--- config.mk ---
export PLATFORM = sky130hd
export DESIGN_NAME = qev_counter
export DESIGN_NICKNAME = d
export VERILOG_FILES = /design/src/rtl/qev_pkg.sv /design/src/rtl/qev_ctrl.sv /design/src/rtl/qev_datapath.sv /design/src/rtl/qev_counter.sv
export SDC_FILE = /design/constraint.sdc
export NUM_CORES = 1
export LEC_CHECK = 0
export ABC_AREA = 1
export CORE_ASPECT_RATIO = 1.1
export CORE_MARGIN = 2
export CORE_UTILIZATION = 51
export CTS_CLUSTER_SIZE = 14
export DETAILED_ROUTE_END_ITERATION = 12
export PLACE_DENSITY = 0.85
export SYNTH_ARGS = -nofsm -noshare
export SYNTH_HDL_FRONTEND = slang
export SYNTH_SLANG_ARGS = --single-unit
export TNS_END_PERCENT = 30
--- constraint.sdc ---
create_clock -name clk -period 8.36 [get_ports clk]
set_clock_uncertainty 0.2 [all_clocks]
set_input_delay 0.836 -clock clk [delete_from_list [all_inputs] [get_ports clk]]
set_output_delay 0.836 -clock clk [all_outputs]
set_load 0.02 [all_outputs]
--- src/rtl/qev_pkg.sv ---
package qev_pkg;
  localparam int SUB_W = 8;

  // Control word layout (LSB first): event code, sub-event mask, edge, invert,
  // enable, spare bits that read zero, threshold.
  typedef struct packed {
    logic [7:0] cmask;
    logic [4:0] rsvd;
    logic       enable;
    logic       invert;
    logic       edgeMode;
    logic [7:0] umask;
    logic [7:0] evtSel;
  } qev_ctrl_t;

  localparam int CTRL_W = $bits(qev_ctrl_t);

  // Strobes from control to datapath.
  typedef struct packed {
    logic load;
    logic bump;
  } qev_strobe_t;
endpackage

--- src/rtl/qev_ctrl.sv ---
module qev_ctrl
  import qev_pkg::*;
#(
  parameter int NUM_EVT = 4,
  parameter int INC_W   = 4
) (
  input  logic                     clk,
  input  logic                     rstN,
  input  logic [NUM_EVT*SUB_W-1:0] evtLines,
  input  logic                     regWr,
  input  logic                     regWrSel,
  input  logic [CTRL_W-1:0]        ctrlWrData,
  output qev_ctrl_t                ctrlQ,
  output qev_strobe_t              strobe,
  output logic [INC_W-1:0]         incAmt
);
  qev_ctrl_t        wrCtrl;
  logic [SUB_W-1:0] grp;
  logic [SUB_W-1:0] hits;
  logic [INC_W-1:0] evCount;
  logic             threshZero;
  logic             meetsThr;
  logic             cond;
  logic             prevCond;
  logic             rise;

  always_comb begin
    wrCtrl      = qev_ctrl_t'(ctrlWrData);
    wrCtrl.rsvd = '0;
  end

  always_ff @(posedge clk) begin
    if (!rstN)                  ctrlQ <= '0;
    else if (regWr && !regWrSel) ctrlQ <= wrCtrl;
  end

  // Group select by event code; out-of-range codes select nothing.
  always_comb begin
    grp = '0;
    for (int i = 0; i < NUM_EVT; i++) begin
      if (ctrlQ.evtSel == 8'(i)) grp = evtLines[i*SUB_W +: SUB_W];
    end
  end

  assign hits = grp & ctrlQ.umask;

  always_comb begin
    evCount = '0;
    for (int k = 0; k < SUB_W; k++) evCount = evCount + INC_W'(hits[k]);
  end

  assign threshZero = (ctrlQ.cmask == 8'd0);
  assign meetsThr   = (8'(evCount) >= ctrlQ.cmask);
  assign cond       = threshZero ? (evCount != '0)
                                 : (ctrlQ.invert ? !meetsThr : meetsThr);
  assign rise       = cond && !prevCond;

  always_ff @(posedge clk) begin
    if (!rstN) prevCond <= 1'b0;
    else       prevCond <= ctrlQ.enable ? cond : 1'b0;
  end

  always_comb begin
    if (ctrlQ.edgeMode)  incAmt = INC_W'(rise);
    else if (threshZero) incAmt = evCount;
    else                 incAmt = INC_W'(cond);
  end

  assign strobe.load = regWr && regWrSel;
  assign strobe.bump = ctrlQ.enable;
endmodule

--- src/rtl/qev_datapath.sv ---
module qev_datapath
  import qev_pkg::*;
#(
  parameter int CNT_W = 48,
  parameter int INC_W = 4
) (
  input  logic             clk,
  input  logic             rstN,
  input  qev_strobe_t      strobe,
  input  logic [INC_W-1:0] incAmt,
  input  logic [CNT_W-1:0] loadVal,
  output logic [CNT_W-1:0] cntQ
);
  always_ff @(posedge clk) begin
    if (!rstN)            cntQ <= '0;
    else if (strobe.load) cntQ <= loadVal;
    else if (strobe.bump) cntQ <= cntQ + CNT_W'(incAmt);
  end
endmodule

--- src/rtl/qev_counter.sv ---
module qev_counter
  import qev_pkg::*;
#(
  parameter int NUM_EVT = 4,
  parameter int CNT_W   = 48
) (
  input  logic                     clk,
  input  logic                     rstN,
  input  logic [NUM_EVT*SUB_W-1:0] evtLines,
  input  logic                     regWr,
  input  logic                     regWrSel,
  input  logic [CNT_W-1:0]         regWrData,
  input  logic                     regRdSel,
  output logic [CNT_W-1:0]         regRdData
);
  localparam int INC_W = $clog2(SUB_W + 1);

  qev_ctrl_t        ctrlQ;
  qev_strobe_t      strobe;
  logic [INC_W-1:0] incAmt;
  logic [CNT_W-1:0] cntQ;

  qev_ctrl #(.NUM_EVT(NUM_EVT), .INC_W(INC_W)) u_ctrl (
    .clk(clk), .rstN(rstN), .evtLines(evtLines), .regWr(regWr),
    .regWrSel(regWrSel), .ctrlWrData(regWrData[CTRL_W-1:0]),
    .ctrlQ(ctrlQ), .strobe(strobe), .incAmt(incAmt)
  );

  qev_datapath #(.CNT_W(CNT_W), .INC_W(INC_W)) u_dp (
    .clk(clk), .rstN(rstN), .strobe(strobe), .incAmt(incAmt),
    .loadVal(regWrData), .cntQ(cntQ)
  );

  assign regRdData = regRdSel ? cntQ : CNT_W'(ctrlQ);
endmodule

==> reports/metrics.csv <==
metric;value;unit
multiInputGateArea;3613;µm²
ys_warn_count;0;
final_common_cell;nand2_1;
syn_avg_cell_area;5.935;µm²
dieArea;12200;µm²
hold_viol;0;
critPathMaxFanout;12;
drive_above_1_share;4.771;%
rsz0062_at_grt;false;
tightestPinTransition;1.136;ns
dp.cells;1221;
period_needed;7.055;ns
synth_compound_area_share;17.66;%
layout_common_cells;292 x nand2_1, 131 x inv_1, 131 x clkdlybuf4s50_1;
ir_drop;0.00007890;V
ys_seq_area_share;26.32;%
tns;0;ns
cts_made_buffers;9;
fp.coreArea;11010;µm²
clk_pin_slew;0.06;ns
first_pass_iters;5;
relSlewSlack;24.27;%
required;8.35;ns
syn_area;5781;µm²
htree_levels;3;
switchingPower;0.3225;mW
cts.path.max_buffers;2;
crit_top_cell;inv_1;
wl_per_cell;15.20;µm
syn_nets;1075;
power.internal;0.7529;mW
yosys.area_share.simple;37.12;%
rows;40;
instances_no_fill;1237;
die_h;115.7;µm
nets;1186;
setup_viol;0;
clk_latency;0.35;ns
end_kind;register;
ys_seq_elements;76;
synth_top_family_by_area;simple AND/OR/NAND/NOR gates;
cts_tree;yes;
crit_arrival;7.04;ns
post-route-period-util;84.39;%
initial_core_util;52.50;%
n_fill_cell;1016;
cts.repair.resized;0;
die_width;105.5;µm
grt-ovfl-total;0;
cap_violations;0;
hp-class;register to register;
vias;6690;
leakagePower;2.968;nW
max_freq;0.1418;GHz
antenna_found_initial;0;
grt_first_pass_wirelength;30440;µm
dpl.hpwl;14300;µm
worstSetupPathType;register to register;
ys_types;40;
cts_setup_buffers;0;
io_buffers;132;
synth_xor_area_share;3.182;%
grtUsageTotal;31.19;%
synth_fa_ha_area_share;4.113;%
grt_pass1_vias;6222;
critPathSlowestCell;fa_1;
clkPwrFrac;40.4;%
status;completed;
drc;0;
totalWireLength;18800;µm
muxShareOfSynthArea;0.3896;%
gp_congestion;0.9521;
cts-root-buf;clkbuf_16;
cts_hold_buf;0;
swShare;29.99;%
cts_sinks;76;
p_per_area;143.5;nW/µm²
pwr-share-seq;37.9;%
syn-instance-count;974;
seq_area;1521;µm²
grt_max_degree;74;
start_kind;register;
pin_count;133;
maxSlewViolCount;0;
ant_nets;0;
drtIter0Drc;493;
vias_per_cell;5.408;
power_frac_comb;21.7;%
syn2layout_area_growth;29.61;%
cpPeakStageDelay;0.55;ns
antenna_cells;0;
## worst paths after layout
| path | startpoint | to | slack, ns | cells after the start |
|---|---|---|---|---|
| setup reg to reg | u_ctrl.ctrlQ[7] | u_dp.cntQ[44] | 1.31 | 35 |
| setup / recovery | u_ctrl.ctrlQ[7] | u_dp.cntQ[44] | 1.31 | 35 |
| hold / removal | u_ctrl.ctrlQ[11] | u_ctrl.ctrlQ[11] | 0.27 | 2 |
| hold reg to reg | u_ctrl.ctrlQ[11] | u_ctrl.ctrlQ[11] | 0.27 | 2 |
## worst max-delay path: cells and delay by family (launching register included)
| kind | cells | cell delay (ns) |
|---|---|---|
| AOI/OAI and AO/OA | 7 | 0.80 |
| adders and majority gates | 8 | 3.07 |
| buffers and inverters | 7 | 0.66 |
| DFF | 1 | 0.29 |
| and+or+nand+nor | 13 | 1.88 |
## cells by family (layout without fill, tap and decap cells)
family / Yosys count / count (layout)
and+or+nand+nor: 503 / 503
adders and majority gates: 16 / 16
xor gates and xnor gates: 21 / 21
AOI/OAI and AO/OA: 186 / 186
DFF: 76 / 76
buffers and inverters: 170 / 286
muxes: 2 / 2
## cells in the mapped netlist
| cell type | instances | share of area [%] |
|---|---|---|
| or2_2 | 6 | 0.65 |
| fa_1 | 5 | 1.7 |
| dfxtp_1 | 76 | 26 |
| a22o_1 | 4 | 0.61 |
| o21ai_2 | 2 | 0.30 |
| nor4_1 | 2 | 0.22 |
| o21ai_4 | 1 | 0.28 |
| nand2_4 | 1 | 0.19 |
| xor2_1 | 17 | 2.6 |
| o21ai_1 | 1 | 0.086 |
| clkbuf_1 | 30 | 1.9 |
| o21bai_4 | 1 | 0.32 |
| ha_1 | 11 | 2.4 |
| o211ai_1 | 1 | 0.13 |
| or2_0 | 2 | 0.22 |
| o21ai_0 | 78 | 6.8 |
| buf_2 | 5 | 0.43 |
| a31oi_1 | 15 | 1.6 |
| nand4_1 | 21 | 2.3 |
| mux2_2 | 2 | 0.39 |
| nor2_4 | 2 | 0.39 |
| buf_4 | 1 | 0.13 |
| nand3b_1 | 1 | 0.13 |
| nand3_1 | 55 | 4.8 |
| xnor2_1 | 4 | 0.61 |
| nor4_2 | 1 | 0.22 |
| nand2_1 | 292 | 19 |
| inv_2 | 3 | 0.19 |
| nor2_2 | 7 | 0.76 |
| inv_1 | 131 | 8.5 |
| nor2_1 | 106 | 6.9 |
| o221ai_1 | 1 | 0.15 |
| nor3_1 | 2 | 0.17 |
| nand4_2 | 1 | 0.22 |
| o22ai_1 | 6 | 0.65 |
| o21bai_1 | 4 | 0.52 |
| a21oi_1 | 72 | 6.2 |
| nor3_2 | 1 | 0.17 |
| nand3_2 | 1 | 0.17 |
| nor4_4 | 2 | 0.74 |
## final cells by class
class / count / share of cell area [%]
Sequential cell: 76 / 20.31
Tap cell: 147 / 2.455
Inverter: 134 / 6.713
Clock buffer: 10 / 3.056
Timing Repair Buffer: 136 / 17.97
Multi-Input combinational cell: 728 / 48.23
Clock inverter: 6 / 1.269
## power by group through the flow
stage          logic (mW)  registers (mW)  clock network [mW]
2_1_floorplan       0.136           0.406                   0
3_3_place_gp        0.229           0.414                   0
3_5_place_dp        0.232           0.415                   0
4_1_cts             0.233           0.407               0.435
5_1_grt             0.259           0.410               0.446
6_report            0.234           0.407               0.434
## metrics by stage
stage	worst slack (ns)	total power [mW]	util [%]	hold WS [ns]	instance area [µm²]
2_1_floorplan	2.072	0.5423	-	0.2391	5781
3_3_place_gp	1.370	0.6429	65.10	0.2548	7168
3_5_place_dp	1.223	0.6466	65.10	0.2638	7168
4_1_cts	1.306	1.075	68.05	0.2720	7492
5_1_grt	0.7002	1.115	68.05	0.2970	7492
6_report	1.305	1.075	68.05	0.2684	7492
## flip-flops by register name, summed over array words and instances, names as in the netlist
register and cells:
u_ctrl.prevCond 1, u_ctrl.ctrlQ 27, u_dp.cntQ 48
## routing by layer
| metal | part of all wire, % | global-route usage (%) | vias up |
|---|---|---|---|
| met3 | 9.3 | 5.906 | 41 |
| met4 | 2.6 | 12.37 | 0 |
| met1 | 42 | 39.02 | 2994 |
| met5 | 0 | 0 | - |
| met2 | 47 | 53.42 | 313 |
| li1 | - | - | 3342 |
No activity file was read; power rests on OpenSTA's default activity.
